===== src/rtl/led_fmt_pkg.sv =====
package led_fmt_pkg;
  localparam int FIELD_W = 6;
  localparam int CNT_W   = 3;

  typedef struct packed {
    logic [FIELD_W-1:0] bits;
    logic [CNT_W-1:0]   cnt;
  } field_t;

  // status slice length selected by the low two code bits
  function automatic logic [CNT_W-1:0] slice_len(input logic [1:0] sel);
    case (sel)
      2'd0:    return 3'd1;
      2'd1:    return 3'd2;
      2'd2:    return 3'd4;
      default: return 3'd6;
    endcase
  endfunction

  // legal codes: no-prefix group any slice; prefix groups not the 6-bit slice
  function automatic logic code_legal(input logic [3:0] code);
    return (code[3:2] == 2'd0) || ((code[3:2] != 2'd3) && (code[1:0] != 2'd3));
  endfunction

  function automatic field_t format_field(input logic [3:0] code, input logic tx,
                                          input logic rx, input logic [FIELD_W-1:0] stat);
    field_t           f;
    logic [FIELD_W:0] mask;
    logic [1:0]       pre;
    logic [FIELD_W-1:0] lead;
    logic [CNT_W-1:0] n;
    n    = slice_len(code[1:0]);
    mask = (7'd1 << n) - 7'd1;
    pre  = code[3:2];
    lead = '0;
    if (pre == 2'd1) lead[0] = tx | rx;
    if (pre == 2'd2) begin
      lead[0] = tx;
      lead[1] = rx;
    end
    if (!code_legal(code)) begin
      f.bits = '0;
      f.cnt  = '0;
    end else begin
      f.bits = ((stat & mask[FIELD_W-1:0]) << pre) | lead;
      f.cnt  = n + {1'b0, pre};
    end
    return f;
  endfunction
endpackage


===== src/rtl/led_blink_timer.sv =====
module led_blink_timer #(
  parameter int RATE_W = 8
) (
  input  logic              clk,
  input  logic              rst_n,
  input  logic              tick,
  input  logic [RATE_W-1:0] rate,
  output logic              boundary
);
  logic [RATE_W-1:0] cnt_q;
  logic [RATE_W-1:0] lim;

  assign lim      = (rate == '0) ? RATE_W'(1) : rate;
  assign boundary = tick && (cnt_q >= lim - RATE_W'(1));

  always_ff @(posedge clk or negedge rst_n) begin
    if (!rst_n)        cnt_q <= '0;
    else if (boundary) cnt_q <= '0;
    else if (tick)     cnt_q <= cnt_q + RATE_W'(1);
  end
endmodule


===== src/rtl/led_act_stretch.sv =====
module led_act_stretch (
  input  logic clk,
  input  logic rst_n,
  input  logic pulse,
  input  logic boundary,
  output logic lit
);
  logic seen_q;

  always_ff @(posedge clk or negedge rst_n) begin
    if (!rst_n) begin
      lit    <= 1'b0;
      seen_q <= 1'b0;
    end else if (boundary) begin
      lit    <= seen_q | pulse;
      seen_q <= pulse;
    end else if (pulse) begin
      lit    <= 1'b1;
      seen_q <= 1'b1;
    end
  end
endmodule


===== src/rtl/led_field_pack.sv =====
module led_field_pack
  import led_fmt_pkg::*;
#(
  parameter int NUM_PORTS = 8,
  parameter int OFS_W     = 6
) (
  input  logic [3:0]                 code,
  input  logic [NUM_PORTS-1:0]       en,
  input  logic [NUM_PORTS-1:0]       tx_lit,
  input  logic [NUM_PORTS-1:0]       rx_lit,
  input  logic [NUM_PORTS*FIELD_W-1:0] stat,
  output logic [NUM_PORTS*FIELD_W-1:0] bits,
  output logic [NUM_PORTS*CNT_W-1:0] cnt,
  output logic [NUM_PORTS*OFS_W-1:0] ofs,
  output logic [OFS_W-1:0]           total
);
  field_t fld [NUM_PORTS];

  for (genvar p = 0; p < NUM_PORTS; p++) begin : g_port
    always_comb begin
      fld[p] = format_field(code, tx_lit[p], rx_lit[p], stat[p*FIELD_W +: FIELD_W]);
      if (!en[p]) fld[p] = '0;
    end
    assign bits[p*FIELD_W +: FIELD_W] = fld[p].bits;
    assign cnt[p*CNT_W +: CNT_W]      = fld[p].cnt;
  end

  always_comb begin
    logic [OFS_W-1:0] acc;
    acc = '0;
    for (int p = 0; p < NUM_PORTS; p++) begin
      ofs[p*OFS_W +: OFS_W] = acc;
      acc = acc + OFS_W'(fld[p].cnt);
    end
    total = acc;
  end
endmodule


===== src/rtl/led_port_status.sv =====
module led_port_status
  import led_fmt_pkg::*;
#(
  parameter int NUM_PORTS = 8,
  parameter int RATE_W    = 8,
  localparam int OFS_W    = $clog2(NUM_PORTS * FIELD_W + 1)
) (
  input  logic                         clk,
  input  logic                         rst_n,
  input  logic [NUM_PORTS-1:0]         tx_act,
  input  logic [NUM_PORTS-1:0]         rx_act,
  input  logic [NUM_PORTS*FIELD_W-1:0] sw_status,
  input  logic [NUM_PORTS-1:0]         port_en,
  input  logic [3:0]                   fmt_code,
  input  logic [RATE_W-1:0]            blink_rate,
  input  logic                         latch_tick,
  output logic [NUM_PORTS*FIELD_W-1:0] field_bits,
  output logic [NUM_PORTS*CNT_W-1:0]   field_cnt,
  output logic [NUM_PORTS*OFS_W-1:0]   field_ofs,
  output logic [OFS_W-1:0]             total_bits
);
  logic                 blink_edge;
  logic [NUM_PORTS-1:0] tx_lit;
  logic [NUM_PORTS-1:0] rx_lit;

  led_blink_timer #(.RATE_W(RATE_W)) u_timer (
    .clk(clk), .rst_n(rst_n), .tick(latch_tick), .rate(blink_rate), .boundary(blink_edge)
  );

  for (genvar p = 0; p < NUM_PORTS; p++) begin : g_str
    led_act_stretch u_tx (
      .clk(clk), .rst_n(rst_n), .pulse(tx_act[p]), .boundary(blink_edge), .lit(tx_lit[p])
    );
    led_act_stretch u_rx (
      .clk(clk), .rst_n(rst_n), .pulse(rx_act[p]), .boundary(blink_edge), .lit(rx_lit[p])
    );
  end

  led_field_pack #(.NUM_PORTS(NUM_PORTS), .OFS_W(OFS_W)) u_pack (
    .code(fmt_code), .en(port_en), .tx_lit(tx_lit), .rx_lit(rx_lit), .stat(sw_status),
    .bits(field_bits), .cnt(field_cnt), .ofs(field_ofs), .total(total_bits)
  );
endmodule


===== config.mk =====
export PLATFORM = sky130hd
export DESIGN_NAME = led_port_status
export DESIGN_NICKNAME = d
export VERILOG_FILES = /design/src/rtl/led_fmt_pkg.sv /design/src/rtl/led_blink_timer.sv /design/src/rtl/led_act_stretch.sv /design/src/rtl/led_field_pack.sv /design/src/rtl/led_port_status.sv
export SDC_FILE = /design/constraint.sdc
export NUM_CORES = 1
export LEC_CHECK = 0
export BUFFER_PORTS_ARGS = -buffer_cell sky130_fd_sc_hd__buf_4
export CAP_MARGIN = 30
export CORE_ASPECT_RATIO = 0.9
export CORE_MARGIN = 2
export CORE_UTILIZATION = 45
export DETAILED_ROUTE_END_ITERATION = 8
export GPL_TIMING_DRIVEN = 0
export MAX_ROUTING_LAYER = met4
export PLACE_DENSITY = 0.79
export SYNTH_ARGS = -nofsm -noshare
export SYNTH_HDL_FRONTEND = slang
export SYNTH_HIERARCHICAL = 1
export SYNTH_SLANG_ARGS = --single-unit
export TNS_END_PERCENT = 20

===== constraint.sdc =====
create_clock -name clk -period 8.4 [get_ports clk]
set_input_delay 0.42 -clock clk [delete_from_list [all_inputs] [get_ports clk]]
set_output_delay 0.42 -clock clk [all_outputs]
set_load 0.02 [all_outputs]

==> results.cfg <==
[route]
drt_pass1_iterations = 5
drt_iter0_drc = 491
totalWireLength_um = 17400
wl_per_cell_um = 18.7
ant_nets = 0
vias = 5286
vias_per_cell = 5.68
drc_errors = 0

[cts]
cts_hold_buf = 0
cts_tree = built
cts_buffers = 5
clock-root-buffer = clkbuf_16
htree_levels = 2
path_clk_slew_ps = 60
cts.sinks = 40
clk_latency_ps = 280
cts_max_path_buffers = 2

[critical_path]
cp-start-kind = primary input
cpLargestDelayFamily = adder cells
crit_path_max_fanout = 10
cp.required_ps = 7980
crit_arrival_ps = 7680
slowest_stage = fa_2
rrSetupSlack_ps = 6040
worstSetupStartpoint = fmt_code[1]
worstSetupEndpointType = output pin
path_class = primary input to output pin
r2r_end = g_str[4].u_rx/lit
r2r_cells = 8
cpPeakStageDelay_ps = 660
critPathBufInv = 10
worstReg2RegStart = u_timer/cnt_q[2]

[power]
switching_power_w = 0.000588
p_leak_nw = 3.25
p_int_w = 0.000726
clkPwrFrac_pct = 16.7
combPwrFrac_pct = 64.2
seqPwrFrac_pct = 19.1
power.density_nw_per_um2 = 198
power_switching_share_pct = 44.7
ir_drop_mv = 0.118

[global_routing]
antenna_found_initial = 0
grt_usage_pct = 30.5
grt_pass1_vias = 5211
grt_max_degree = 41
grt_overflow = 0
grt_pass1_wl_um = 26800

[synth]
synth_seq_cells = 40
yosysWarnings = 6
yosysTopAreaCell = dfrtp_1
yosys-top-cells-area = dfrtp_1, ha_1, nor2_1
ys_types = 63
yosysMostFrequentCell = nor2_1
yosys-top-cells-count = nor2_1, nand2_1, inv_1
synth_cells = 584
synthArstFlopShare_pct = 100
syn-cell-area_um2 = 4720
synth_edf_count = 0
avgSynthCellArea_um2 = 8.09
seq_area_frac_synth_pct = 21.2
yosys_most_used_dff = dfrtp_1
synth_top_area_share_pct = 21.2

[sta]
timing.final.crit_share_pct = 96.4
min_period_ps = 8100
setup_violations = 0
timing.fmax_mhz = 124
worst_pin_slew_ps = 811
hold_viol = 0
relSlewSlack_pct = 45.9
skew_ps = 3.08
slew_viol_final = 0
holdWs_ps = 111
setup_tns_ps = 0

[cells_and_area]
nets = 929
antennaDiodeCount = 0
drive_above_1_share_pct = 35.6
area_growth_pct = 40.5
final_cells = 930
fin_area_um2 = 6640
final_util_pct = 64.7

[floorplan]
dieArea_um2 = 11300
die_h_um = 101
initial_utilization_pct = 46.1
die_w_um = 112
core_um2 = 10200
num_rows = 35
io_pins = 213

[status]
status = complete, no violations

[placed_design]
place_area_um2 = 6440
dpl.hpwl_um = 13800
io_buffers = 198
placed_cells = 922
place.gp.congestion = 0.976

[run]
cap_violations = 0

[min_path]
min_path_type = primary input to asynchronous set/reset pin
-- power by group through the flow --
stage / Combinational [W] / Sequential [W] / Clock (W)
final: 0.000844 / 0.000250 / 0.000220
after global routing: 0.000905 / 0.000255 / 0.000231
after CTS: 0.000834 / 0.000250 / 0.000224
after detailed placement: 0.000830 / 0.000253 / 0
after global placement: 0.000798 / 0.000251 / 0
after floorplan: 0.000537 / 0.000245 / 0
-- state kept, by name (all words and copies together), names as in the netlist --
signal,count
g_str.u_rx/lit,8
g_str.u_rx/seen_q,8
g_str.u_tx/lit,8
g_str.u_tx/seen_q,8
u_timer/cnt_q,8
-- cell type report --
type,instances,area [um^2]
Inverter,45,169
Fill cell,914,3610
Clock buffer,5,125
Clock inverter,3,46.3
Multi-Input combinational cell,470,3420
Buffer,40,223
Tap cell,129,161
Sequential cell,40,1000
Timing Repair Buffer,198,1490
-- cell usage in the layout, fill, tap and decap left out, drive strengths merged, types with 8 or more instances in the layout --
cell and instances:
buf 219, mux2 8, clkbuf 24, and3 9, and2 20, nor2b 11
a211o 20, inv 46, xor2 9, mux2i 10, a22o 8, o21ai 12
nand2 59, o22ai 9, o22a 8, a32o 8, a211oi 8, conb 12
fa 8, a22oi 17, nor2 79, ha 34, a21o 24, xnor2 21
a21oi 33, dfrtp 40
-- how the worst max path moves through the flow --
stage                          endpoint  slack (ps)  depth (start not counted)
after floorplan           total_bits[5]         160                         27
after global placement    total_bits[5]         470                         27
after detailed placement  total_bits[5]         260                         27
after CTS                 total_bits[5]         220                         27
after global routing      total_bits[5]         -30                         27
final                     total_bits[5]         300                         27
-- logic make-up (layout without fill, tap and decap cells) --
logic type,after synthesis,count (layout),synth area share (%)
DFF,40,40,21.2
other,1,12,0.0794
adders and majority gates,42,42,12.4
AOI/OAI and AO/OA,159,159,26.0
and+or+nand+nor,208,208,20.8
xor gates and xnor gates,31,31,7.26
muxes,18,18,4.03
buffers and inverters,85,291,8.26
-- what timing repair did --
| item | CTS | global route |
|---|---|---|
| resized for setup | 0 | 6 |
| hold endpoints to repair | 0 | 0 |
| buffers inserted | 0 | 0 |
| endpoints found under the setup margin | 0 | 1 |
-- metrics by stage --
step,power [W],setup slack [ps]
floorplan,0.000782,157
global placement,0.00105,470
detailed placement,0.00108,264
CTS,0.00131,222
global route,0.00139,-28.5
finish,0.00131,303
-- routing by layer --
layer	GRT usage [%]	part of all wire (%)	up-vias
li1	-	-	2451
met1	37.9	39	2481
met2	50.8	48	304
met3	5.27	9.4	50
met4	10.4	3.2	0
met5	-	0	-
Note: power is estimated with default switching activity, not from simulation.
